===== src/rtl/ivu_pkg.sv =====
package ivu_pkg;
  localparam int VEC_W  = 8;
  localparam int NUM_EV = 7;

  // index order is the priority order, 0 highest
  typedef enum logic [2:0] {
    EV_DIV  = 3'd0,
    EV_OVF  = 3'd1,
    EV_BRK  = 3'd2,
    EV_SWI  = 3'd3,
    EV_NMI  = 3'd4,
    EV_STEP = 3'd5,
    EV_EXT  = 3'd6,
    EV_NONE = 3'd7
  } ivu_event_e;

  localparam logic [VEC_W-1:0] VEC_DIV  = VEC_W'(0);
  localparam logic [VEC_W-1:0] VEC_STEP = VEC_W'(1);
  localparam logic [VEC_W-1:0] VEC_NMI  = VEC_W'(2);
  localparam logic [VEC_W-1:0] VEC_BRK  = VEC_W'(3);
  localparam logic [VEC_W-1:0] VEC_OVF  = VEC_W'(4);
endpackage


===== src/rtl/ivu_nmi_latch.sv =====
module ivu_nmi_latch (
  input  logic clk,
  input  logic rst,
  input  logic nmi_req,
  input  logic consume,
  output logic pending
);
  logic nmi_q;
  logic edge_seen;

  assign edge_seen = nmi_req & ~nmi_q;

  always_ff @(posedge clk) begin
    if (rst) begin
      nmi_q   <= 1'b0;
      pending <= 1'b0;
    end else begin
      nmi_q   <= nmi_req;
      // a fresh edge in the consuming cycle stays pending
      pending <= (pending & ~consume) | edge_seen;
    end
  end
endmodule


===== src/rtl/ivu_prio.sv =====
module ivu_prio
  import ivu_pkg::*;
#(
  parameter int W = VEC_W
) (
  input  logic          evaluate,
  input  logic          div_err,
  input  logic          ovf_err,
  input  logic          brk_valid,
  input  logic          sw_valid,
  input  logic [W-1:0]  sw_num,
  input  logic          nmi_pend,
  input  logic          tf_flag,
  input  logic          intr_ok,
  output ivu_event_e    sel_ev,
  output logic [W-1:0]  sel_vec,
  output logic          sel_fault
);
  logic [NUM_EV-1:0] req;
  logic [W-1:0]      vec_tab [NUM_EV];
  logic [NUM_EV-1:0] fault_tab;

  assign req = {intr_ok, tf_flag, nmi_pend, sw_valid, brk_valid, ovf_err, div_err};

  always_comb begin
    vec_tab[EV_DIV]  = W'(VEC_DIV);
    vec_tab[EV_OVF]  = W'(VEC_OVF);
    vec_tab[EV_BRK]  = W'(VEC_BRK);
    vec_tab[EV_SWI]  = sw_num;
    vec_tab[EV_NMI]  = W'(VEC_NMI);
    vec_tab[EV_STEP] = W'(VEC_STEP);
    vec_tab[EV_EXT]  = '0;
  end

  generate
    for (genvar g = 0; g < NUM_EV; g++) begin : g_fault
      assign fault_tab[g] = (g == int'(EV_DIV));
    end
  endgenerate

  always_comb begin
    sel_ev    = EV_NONE;
    sel_vec   = '0;
    sel_fault = 1'b0;
    if (evaluate) begin
      for (int i = NUM_EV - 1; i >= 0; i--) begin
        if (req[i]) begin
          sel_ev    = ivu_event_e'(i);
          sel_vec   = vec_tab[i];
          sel_fault = fault_tab[i];
        end
      end
    end
  end
endmodule


===== src/rtl/ivu_ack_ctl.sv =====
module ivu_ack_ctl (
  input  logic clk,
  input  logic rst,
  input  logic start,
  input  logic ack_valid,
  output logic busy,
  output logic done
);
  typedef enum logic {S_IDLE, S_WAIT} ack_state_e;
  ack_state_e state;

  assign busy = (state == S_WAIT);
  assign done = busy & ack_valid;

  always_ff @(posedge clk) begin
    if (rst) begin
      state <= S_IDLE;
    end else begin
      case (state)
        S_IDLE:  if (start) state <= S_WAIT;
        S_WAIT:  if (ack_valid) state <= S_IDLE;
        default: state <= S_IDLE;
      endcase
    end
  end
endmodule


===== src/rtl/intr_vector_unit.sv =====
module intr_vector_unit
  import ivu_pkg::*;
#(
  parameter int W = VEC_W
) (
  input  logic         clk,
  input  logic         rst,
  input  logic         retire,
  input  logic         div_err,
  input  logic         ovf_err,
  input  logic         brk_valid,
  input  logic         sw_valid,
  input  logic [W-1:0] sw_num,
  input  logic         tf_flag,
  input  logic         if_flag,
  input  logic         nmi_req,
  input  logic         intr_req,
  input  logic         ack_valid,
  input  logic [W-1:0] bus_data,
  output logic         inta,
  output logic         take,
  output logic [W-1:0] vector,
  output logic         restart
);
  logic         busy, done, nmi_pend, evaluate;
  ivu_event_e   sel_ev;
  logic [W-1:0] sel_vec;
  logic         sel_fault;
  logic         start_ack, take_nmi, direct_take;

  assign evaluate    = retire & ~busy;
  assign start_ack   = (sel_ev == EV_EXT);
  assign take_nmi    = (sel_ev == EV_NMI);
  assign direct_take = (sel_ev != EV_NONE) & ~start_ack;

  ivu_nmi_latch u_nmi (
    .clk(clk), .rst(rst), .nmi_req(nmi_req),
    .consume(take_nmi), .pending(nmi_pend)
  );

  ivu_prio #(.W(W)) u_prio (
    .evaluate(evaluate), .div_err(div_err), .ovf_err(ovf_err),
    .brk_valid(brk_valid), .sw_valid(sw_valid), .sw_num(sw_num),
    .nmi_pend(nmi_pend), .tf_flag(tf_flag),
    .intr_ok(intr_req & if_flag),
    .sel_ev(sel_ev), .sel_vec(sel_vec), .sel_fault(sel_fault)
  );

  ivu_ack_ctl u_ack (
    .clk(clk), .rst(rst), .start(start_ack),
    .ack_valid(ack_valid), .busy(busy), .done(done)
  );

  always_ff @(posedge clk) begin
    if (rst) begin
      take    <= 1'b0;
      inta    <= 1'b0;
      vector  <= '0;
      restart <= 1'b0;
    end else begin
      take <= 1'b0;
      if (done) begin
        inta    <= 1'b0;
        take    <= 1'b1;
        vector  <= bus_data;
        restart <= 1'b0;
      end else if (start_ack) begin
        inta <= 1'b1;
      end else if (direct_take) begin
        take    <= 1'b1;
        vector  <= sel_vec;
        restart <= sel_fault;
      end
    end
  end
endmodule


===== config.mk =====
export PLATFORM = sky130hd
export DESIGN_NAME = intr_vector_unit
export DESIGN_NICKNAME = d
export VERILOG_FILES = /design/src/rtl/ivu_pkg.sv /design/src/rtl/ivu_nmi_latch.sv /design/src/rtl/ivu_prio.sv /design/src/rtl/ivu_ack_ctl.sv /design/src/rtl/intr_vector_unit.sv
export SDC_FILE = /design/constraint.sdc
export NUM_CORES = 1
export LEC_CHECK = 0
export BUFFER_PORTS_ARGS = -buffer_cell sky130_fd_sc_hd__buf_2
export CORE_AREA = 3 3 45 51
export DETAILED_ROUTE_END_ITERATION = 10
export DIE_AREA = 0 0 48 54
export GPL_TIMING_DRIVEN = 1
export HOLD_SLACK_MARGIN = 0.08
export PLACE_DENSITY = 0.66
export SYNTH_ARGS = -nofsm -noshare
export SYNTH_HDL_FRONTEND = slang
export SYNTH_SLANG_ARGS = --single-unit

===== constraint.sdc =====
create_clock -name clk -period 1.4 [get_ports clk]
set_input_delay 0 -clock clk [delete_from_list [all_inputs] [get_ports clk]]
set_output_delay 0 -clock clk [all_outputs]
set_load 0.02 [all_outputs]

# Word-level counts from Yosys, hierarchy flattened
# Index checks and enable logic that the tools add are counted.
dict set report word_totals {
  inputBits 28
  word_cells 52
  ramBits 0
  latchBits 0
  register_bits 14
  romBits 0
  n_memories 0
}
dict set report op_classes {
  n_lt_le_gt_ge 0
  mul 0
  bitwise_logic 11
  shifts 0
  add_sub_neg 0
  n_eq_ne 4
  muxes 26
  n_reduce_logical 4
  div_mod_pow 0
}
# op count
set ops {}
lappend ops {{$mux W8} 8}
lappend ops {{$mux W3} 5}
lappend ops {{$mux W1} 9}
lappend ops {{$and A1 B1 Y1} 6}
lappend ops {{$eq A3 B3 Y1 const B} 2}
lappend ops {{$mux W2} 3}
lappend ops {{$not A1 Y1} 4}
lappend ops {{$reduce_and A2 Y1} 2}
lappend ops {{$ne A3 B3 Y1 const B} 1}
lappend ops {{$ne A2 B2 Y1 const B} 1}
lappend ops {{$pmux W1 S2} 1}
lappend ops {{$reduce_bool A2 Y1} 1}
lappend ops {{$reduce_or A2 Y1} 1}
lappend ops {{$or A1 B1 Y1} 1}

# Longest topological paths before layout
# Gate-level depths: netlist (run 1).
dict set report logic_depth {
  word_depth 15
  depth_mapped 5
  ltp_nobuf 4
}

# By module
# Synthesis (run 1) repeated with hierarchy kept, for this count alone.
dict set report unflattened {
  hier_cells 97
  area_unflattened_um2 870.8
}
# module area_per_inst_um2 cells_each n_inst
set by_module_without_submodules {}
lappend by_module_without_submodules {intr_vector_unit 576.8 60 1}
lappend by_module_without_submodules {ivu_prio 170.2 26 1}
lappend by_module_without_submodules {ivu_nmi_latch 75.1 6 1}
lappend by_module_without_submodules {ivu_ack_ctl 48.8 5 1}

# Worst setup path after synthesis (run 1)
# OpenSTA, ideal clock, no wires.
dict set report synth_timing {
  path_kind {register to register}
  start {register u_ack.state, in the netlist u_ack.busy}
  end {register vector[1]}
  setup_ns 0.122
  required_ns 1.278
  setup_slack_ns 0.180
  stages_incl_launch_ff 6
  period_less_slack_ns 1.220
  arrival_time_ns 1.098
  cell_sequence {dfxtp_1 -> nand2b_1 -> buf_2 -> a21oi_2 -> nor2_1 -> a221o_1}
}
dict set report synth_via {
  elab_chain_len 8
  word_cells_on_any_way 15
}
# item line_no
set synth_lines {}
lappend synth_lines {{start: declaration} ivu_ack_ctl.sv:10} ;# ack_state_e state;
lappend synth_lines {{start signal: assignment} ivu_ack_ctl.sv:17} ;# state <= S_IDLE;
lappend synth_lines {{start signal: assignment} ivu_ack_ctl.sv:20} ;# S_IDLE: if (start) state <= S_WAIT;
lappend synth_lines {{start signal: assignment} ivu_ack_ctl.sv:21} ;# S_WAIT: if (ack_valid) state <= S_IDLE;
lappend synth_lines {{$not A1 Y1} intr_vector_unit.sv:31} ;# assign evaluate = retire & ~busy;
lappend synth_lines {{$and A1 B1 Y1} intr_vector_unit.sv:31}
lappend synth_lines {{$mux W3} ivu_prio.sv:45} ;# if (evaluate) begin
lappend synth_lines {{$eq A3 B3 Y1} intr_vector_unit.sv:32} ;# assign start_ack = (sel_ev == EV_EXT);
lappend synth_lines {{$not A1 Y1 (no line)} n/a}
lappend synth_lines {{$and A1 B1 Y1} intr_vector_unit.sv:34} ;# assign direct_take = (sel_ev != EV_NONE) & ~start_ack;
lappend synth_lines {{$reduce_bool A2 Y1 (no line)} n/a}
lappend synth_lines {{$reduce_and A2 Y1 (no line)} n/a}
lappend synth_lines {{end signal: assignment} intr_vector_unit.sv:65} ;# vector <= bus_data;
lappend synth_lines {{end signal: assignment} intr_vector_unit.sv:71} ;# vector <= sel_vec;
lappend synth_lines {{end: declaration} intr_vector_unit.sv:22} ;# output logic [W-1:0] vector,
# Several ways; a longest one is shown, not always the timed one. The select of a mux whose other input is x is not followed.
# A chain may end at the register's enable or synchronous reset.

==> metrics.md, run 1 <==
| Metric | Value |
|---|---|
| Status | `complete, no violations` |
| Initial DRC Count | `10` |
| Vias in the first global route | `slightly above 800` |
| Placed Cells | `134` |
| Clock buffer depth | `2` |
| Maximum operating frequency | `just under 800 MHz` |
| Cells after Synth | `around 80` |
| TritonCTS buffer count | `3` |
| Largest net degree at the start of global routing | `16` |
| Layout Skew | `between 0.0015 and 0.002 ns` |
| Cell Rows | `16` |
| Drt wl/cell | `13.2 µm` |
| Setup TNS | `0 ns` |
| IO Count | `39` |
| Fin. max-slew vios | `0` |
| Post-Layout Cell Count | `155` |
| Detail Route Antenna Nets | `0` |
| Synth area leader | `dfxtp_1` |
| Routability cong. | `0.798` |
| Starting Density | `37.4%` |
| Synth top area share | `41.6%` |
| WP data arrival | `approximately 1.5 ns` |
| Die width | `48 µm` |
| Via count | `814` |
| Multi-input logic area | `~390 µm²` |
| RSZ-0062 raised after global routing | `false` |
| Die Span Y | `about 54 µm` |
| Yosys warns | `0` |
| Synth Net Count | `between 100 and 150` |
| Post-route DRC violation count | `0` |
| Vias per inst | `around 5.3` |
| Final WL | `a little over 2000 µm` |
| Worst-Margin Slew | `around 0.32 ns` |
| Syn Area/Cell | `8.54 µm²` |
| Sequential area share after synthesis | `41.6%` |
| Yosys reg bits | `14` |
| Antenna violations before repair | `0` |
| TritonCTS clock tree | `done` |
| P_leak | `about 0.5 nW` |
| Worst-Skew Late Latency | `roughly 0.27 ns` |
| PortBufs | `38` |
| Commonest non-fill, non-tap cell in the layout | `buf_2` |
| Diode count | `0` |
| Worst Path Max Fanout | `15` |
| Total gr overflow | `0` |
| Fin nets | `between 150 and 200` |
| CP top delay family | `buffers and inverters` |
| Worst Setup Start Kind | `primary input` |
| WP buf/inv | `2` |
| Cell Area, Synth | `between 600 and 700 µm²` |
| Register area | `280 µm²` |
| CP Capture Type | `flop` |
| Period minus WS final | `about 1.3 ns` |
| Area Growth Syn to Fin | `64.0%` |
| Clk sink count | `14` |
| Critical setup path kind | `in -> reg` |
| Worst vdd ir | `0.000497 V` |
| CP max stage delay | `0.52 ns` |
| DP Wirelength | `between 1000 and 1500 µm` |
| CP Cell Sequence | `dlygate4sd3_1 > buf_2 > nand2b_1 > nor2_1 > a221o_1` |
| CP Launch Point | `rst` |
| Gr usage total | `between 10% and 20%` |
| Pre-antenna DRT Iters | `4` |
| Fillers | `roughly 170` |
| Hold WC Path Type | `in -> reg` |
| # setup viols final | `0` |
| Most frequent cells in the layout | `38 x buf_2, 17 x dlygate4sd3_1, 14 x dfxtp_1, 9 x a21oi_1, 8 x nand2_1` |
| Final hold viol count | `0` |
| Share of post-route cells with drive strength above 1 | `around a third` |
| Max-cap violations | `0` |
| H-tree depth | `1` |
| HP Start | `bus_data[7]` |
| Core Region | `roughly 1800 µm²` |
| Slew margin rel. | `roughly four fifths` |
| Cell variety after synth | `25` |
| Reg-to-reg startpoint | `u_ack.busy` |
| Post-CTS Setup Inserts | `0` |
| Clk slew on worst S/H paths | `~0.08 ns` |
| Largest cells by area after synthesis | `dfxtp_1 42%, a221o_1 10%, a21oi_1 6.7%` |
| Crit share post-route | `92.4%` |
| Slowest cell on crit path | `dlygate4sd3_1` |
| First-pass GRT wire length | `~3300 µm` |
| PD cells | `786 nW/µm²` |
| Root Driver | `clkbuf_4` |
| DIE AREA | `about 2600 µm²` |
| CP Data Required Time | `1.57 ns` |
cell families (layout without fill, tap and decap cells):
logic type / count (synthesis) / count (layout) / share of synthesized area [%]
and+or+nand+nor: 37 / 37 / 30.1
buffers and inverters: 4 / 62 / 2.41
DFF: 14 / 14 / 41.6
AOI/OAI and AO/OA: 24 / 24 / 26.0
worst register-to-register path: stages (launching register included):
cell	delay, ns
dfxtp_1	0.34
nand2b_1	0.22
a21oi_2	0.21
nor2_1	0.11
a221o_1	0.30
report_power, final:
| group | leakage [nW] | total, mW | internal [mW] | switching [mW] |
|---|---|---|---|---|
| logic | 0.352 | 0.166 | 0.0902 | 0.0757 |
| registers | 0.114 | 0.418 | 0.411 | 0.00749 |
| clock network | 0.0210 | 0.285 | 0.158 | 0.127 |
cell type report:
type	count	share of cell area, %
clock buffer	4	3.28
inverter	1	0.339
multi-input combinational	61	35.1
sequential	14	25.3
tap	18	2.04
timing repair buffer	57	33.9
metrics by stage:
stage / hold slack, ns / cell area, µm² / util (%) / power, mW / setup WS, ns
2_1_floorplan: 0.128 / 674 / - / 0.487 / 0.180
4_1_cts: 0.0880 / 1100 / 60.8 / 0.883 / 0.0274
6_report: 0.0985 / 1110 / 61.4 / 0.870 / 0.107
5_1_grt: 0.105 / 1110 / 61.4 / 0.920 / 0.0240
3_5_place_dp: 0.229 / 890 / 49.4 / 0.555 / 0.0551
3_3_place_gp: 0.227 / 890 / 49.4 / 0.554 / 0.0761
final timing paths:
check / to / slack, ns / cells after the start
max: vector[5] / 0.11 / 5
min: vector[7] / 0.1 / 4
max reg2reg: vector[2] / 0.12 / 4
min reg2reg: inta / 0.45 / 2
cell usage after synthesis:
cell	instances
a211oi_1	2
a21oi_1	9
a21oi_2	1
a221o_1	7
a22oi_1	1
and2_1	1
and2b_1	2
buf_2	1
clkbuf_1	2
dfxtp_1	14
inv_1	1
nand2_1	8
nand2b_1	4
nand3_1	5
nand4_1	1
nor2_1	7
nor2b_1	3
nor3_1	3
nor3b_1	1
nor4_1	1
nor4_4	1
o21ai_0	1
o21bai_1	1
o2bb2ai_1	1
o31ai_1	1
what timing repair did:
action,CTS,global route
hold endpoints to repair,14,0
resized for setup,0,2
hold buffers,17,0
setup endpoints to repair,0,8
per-layer routing:
metal	routed length (µm)	part of all wire, %	up-vias	track usage (%)
met3	123	6.0	2	5.35
met4	18	0.88	0	8.52
li1	-	-	413	-
met5	0	0	-	0
met1	900	44	368	20.7
met2	999	49	31	30.6
flip-flops by register name, summed over array words and instances, names as in the netlist:
signal / count
u_nmi.nmi_q: 1
restart: 1
inta: 1
u_nmi.pending: 1
vector: 8
take: 1
u_ack.busy: 1
No activity file was read; power rests on OpenSTA's default activity.
==> inputs of run 2 (changes only) <==
Settings changed: CELL_PAD_IN_SITES_DETAIL_PLACEMENT set to 1, CELL_PAD_IN_SITES_GLOBAL_PLACEMENT set to 2, CORE_AREA 3 3 45 51 to 3 3 55 62, DIE_AREA 0 0 48 54 to 0 0 58 65, PLACE_DENSITY 0.66 to 0.78.
Clock period 1.4 ns to 1.55 ns, I/O delays scaled along.
==> run 2 against run 1 <==
- sequential share of layout area rose by 0.38 points
- first-iteration DRC count rose by 90%
- cell count rose by 7.1%
- cell area fell by 1.5%
- critical endpoint is now vector[1]
- largest power group unchanged
==> metrics.md, run 2 (synthesis results as in run 1) <==
| Metric | Value |
|---|---|
| Status | `complete, no violations (unchanged)` |
| WP buf/inv | `0 (was 2)` |
| CP Launch Point | `u_ack.busy (was rst)` |
| Routability cong. | `0.743 (was 0.798)` |
| Clock buffer depth | `2 (unchanged)` |
| Slew margin rel. | `76.1% (was 78.3%)` |
| Cell Rows | `20 (was 16)` |
| Setup TNS | `0 ns (unchanged)` |
| CP Capture Type | `flop (unchanged)` |
| Initial DRC Count | `19 (was 10)` |
| TritonCTS clock tree | `done (unchanged)` |
| Int Power | `590 µW (was 659 µW)` |
| Slowest cell on crit path | `dfxtp_1 (was dlygate4sd3_1)` |
| Switching portion of total power | `24.4% (was 24.2%)` |
| Share of post-route cells with drive strength above 1 | `34.6% (was 35.0%)` |
| Clk network pwr share | `33.1% (was 32.8%)` |
| Post-route DRC violation count | `0 (unchanged)` |
| Antenna violations before repair | `0 (unchanged)` |
| Final Worst Setup Slack | `0.146 ns (was 0.107 ns)` |
| CP Capture Point | `vector[1] (was vector[5])` |
| Critical setup path kind | `reg -> reg (was in -> reg)` |
| Largest net degree at the start of global routing | `16 (unchanged)` |
| Diode count | `0 (unchanged)` |
| Period minus WS final | `1.40 ns` |
| CP top delay family | `compound AO/OA/AOI/OAI gates (was buffers and inverters)` |
| Via count | `797 (was 814)` |
| RR Endpoint | `vector[1] (was vector[2])` |
| IO Count | `39 (unchanged)` |
| WP data arrival | `1.57 ns (was 1.46 ns)` |
| Sw power | `191 µW (was 210 µW)` |
| Final WL | `2210 µm (was 2040 µm)` |
| Die Span Y | `65 µm (was 54 µm)` |
| Starting Density | `24.1% (was 37.4%)` |
| Fin. max-slew vios | `0 (unchanged)` |
| Detail Route Antenna Nets | `0 (unchanged)` |
| Vias per inst | `4.80 (was 5.25)` |
| Pre-antenna DRT Iters | `4 (unchanged)` |
| Core Region | `2800 µm² (was 1800 µm²)` |
| Total gr overflow | `0 (unchanged)` |
| Max reg flops | `8 (unchanged)` |
| Worst-Margin Slew | `0.355 ns (was 0.323 ns)` |
| TritonCTS buffer count | `3 (unchanged)` |
| Clk sink count | `14 (unchanged)` |
| Maximum operating frequency | `approximately 700 MHz` |
| CP Cell Sequence | `nand2b_1 > a21oi_2 > nor2_1 > a221o_1 (was dlygate4sd3_1 > buf_2 > nand2b_1 > nor2_1 > a221o_1)` |
| Fin nets | `162 (was 166)` |
| Crit share post-route | `around 90%` |
| Max-cap violations | `0 (unchanged)` |
| Combinational share of power | `18.4% (was 19.1%)` |
| Reg-to-reg startpoint | `u_ack.busy (unchanged)` |
| Dpl ws | `0.0406 ns (was 0.0551 ns)` |
| Layout Skew | `0.00256 ns (was 0.00174 ns)` |
| Gr usage total | `12.1% (was 18.3%)` |
| # setup viols final | `0 (unchanged)` |
| Vias in the first global route | `815 (was 829)` |
| Drt wl/cell | `13.3 µm (was 13.2 µm)` |
| Worst-Skew Late Latency | `0.27 ns (about the same)` |
| Worst vdd ir | `0.000372 V (was 0.000497 V)` |
| R2R depth | `4 (unchanged)` |
| Final hold viol count | `0 (unchanged)` |
| Die width | `58 µm (was 48 µm)` |
| DIE AREA | `3770 µm² (was 2590 µm²)` |
| H-tree depth | `1 (unchanged)` |
| Root Driver | `clkbuf_4 (unchanged)` |
| Crit. path cell count | `4 (was 5)` |
| Most frequent cells in the layout | `38 x buf_2, 15 x dlygate4sd3_1, 14 x dfxtp_1, 9 x a21oi_1, 8 x nand2_1 (was 38 x buf_2, 17 x dlygate4sd3_1, 14 x dfxtp_1, 9 x a21oi_1, 8 x nand2_1)` |
| Register-to-Register Setup Slack | `0.15 ns (was 0.12 ns)` |
| PD cells | `717 nW/µm² (was 786 nW/µm²)` |
| Biggest register | `vector (unchanged)` |
| Flop pwr share | `48.5% (was 48.1%)` |
| Worst Path Max Fanout | `8 (was 15)` |
| Clk slew on worst S/H paths | `0.09 ns (was 0.08 ns)` |
| DP Wirelength | `1690 µm (was 1470 µm)` |
| CP Data Required Time | `1.72 ns (was 1.57 ns)` |
| PortBufs | `38 (unchanged)` |
| RSZ-0062 raised after global routing | `false (unchanged)` |
| Commonest non-fill, non-tap cell in the layout | `buf_2 (unchanged)` |
| Post-CTS Setup Inserts | `0 (unchanged)` |
| CP max stage delay | `0.34 ns (was 0.52 ns)` |
| First-pass GRT wire length | `3530 µm (was 3330 µm)` |
| Area Growth Syn to Fin | `61.6% (was 64.0%)` |
| Worst Setup Start Kind | `flop (was primary input)` |
| P_leak | `0.470 nW (was 0.488 nW)` |
| Hold WC Path Type | `in -> reg (unchanged)` |
==> run 2: cell count changes in the layout (fill, tap and decap cells not counted) <==
cell           before  now
buf_4               2    0
dlygate4sd3_1      17   15
==> run 2: metrics by stage <==
stage / instances / instance area, µm² / power, mW / hold slack, ns / util (%)
after floorplan: 79 / 674 / 0.439 / 0.128 / -
after global placement: 147 / 893 / 0.500 / 0.231 / 31.9
after detailed placement: 147 / 893 / 0.502 / 0.230 / 31.9
after CTS: 166 / 1080 / 0.794 / 0.0840 / 38.5
after global routing: 166 / 1090 / 0.829 / 0.0987 / 38.9
final: 166 / 1090 / 0.781 / 0.0815 / 38.9
==> run 2: worst min path at each step <==
stage | startpoint | cells past startpoint | slack [ns] | end
detailed placement | bus_data[1] | 2 | 0.23 | vector[1]
global placement | nmi_req | 2 | 0.23 | u_nmi.nmi_q
floorplan | nmi_req | 1 | 0.13 | u_nmi.nmi_q
CTS | bus_data[4] | 3 | 0.08 | vector[4]
global route | bus_data[7] | 4 | 0.1 | vector[7]
finish | bus_data[7] | 4 | 0.08 | vector[7]
==> run 2: power groups by stage <==
stage	Clock (mW)	Combinational, mW	Sequential, mW
2_1_floorplan	0	0.0431	0.396
3_3_place_gp	0	0.114	0.386
3_5_place_dp	0	0.115	0.387
4_1_cts	0.271	0.144	0.378
5_1_grt	0.290	0.158	0.380
6_report	0.259	0.144	0.378
==> run 2: area by class of cell <==
| type | instances | area (µm²) |
|---|---|---|
| fillers | 369 | 1710 |
| multi-input cells | 61 | 388 |
| repair buffers | 53 | 340 |
| flip-flops and latches | 14 | 280 |
| well taps | 33 | 41.3 |
| clock buffers | 4 | 36.3 |
| inverters | 1 | 3.75 |
==> run 2: what timing repair did <==
action / CTS / global route
resized for setup: 0 / 2
setup endpoints to repair: 0 / 7
hold buffers: 15 / 0
endpoints found under the hold margin: 14 / 0
==> run 2: worst reg2reg max path: cells and delay by family, from the launching register on <==
kind	cells	cell delay [ns]
AOI/OAI and AO/OA	2	0.55
and+or+nand+nor	2	0.41
DFF	1	0.34
==> run 2: routing by layer <==
metal / vias up / track usage, % / share of wire [%] / wire length [µm]
li1: 403 / - / - / -
met1: 359 / 13.6 / 41 / 912
met2: 29 / 21.8 / 51 / 1120
met3: 6 / 2.39 / 6.4 / 141
met4: 0 / 5.22 / 1.6 / 36
met5: - / 0 / 0 / 0
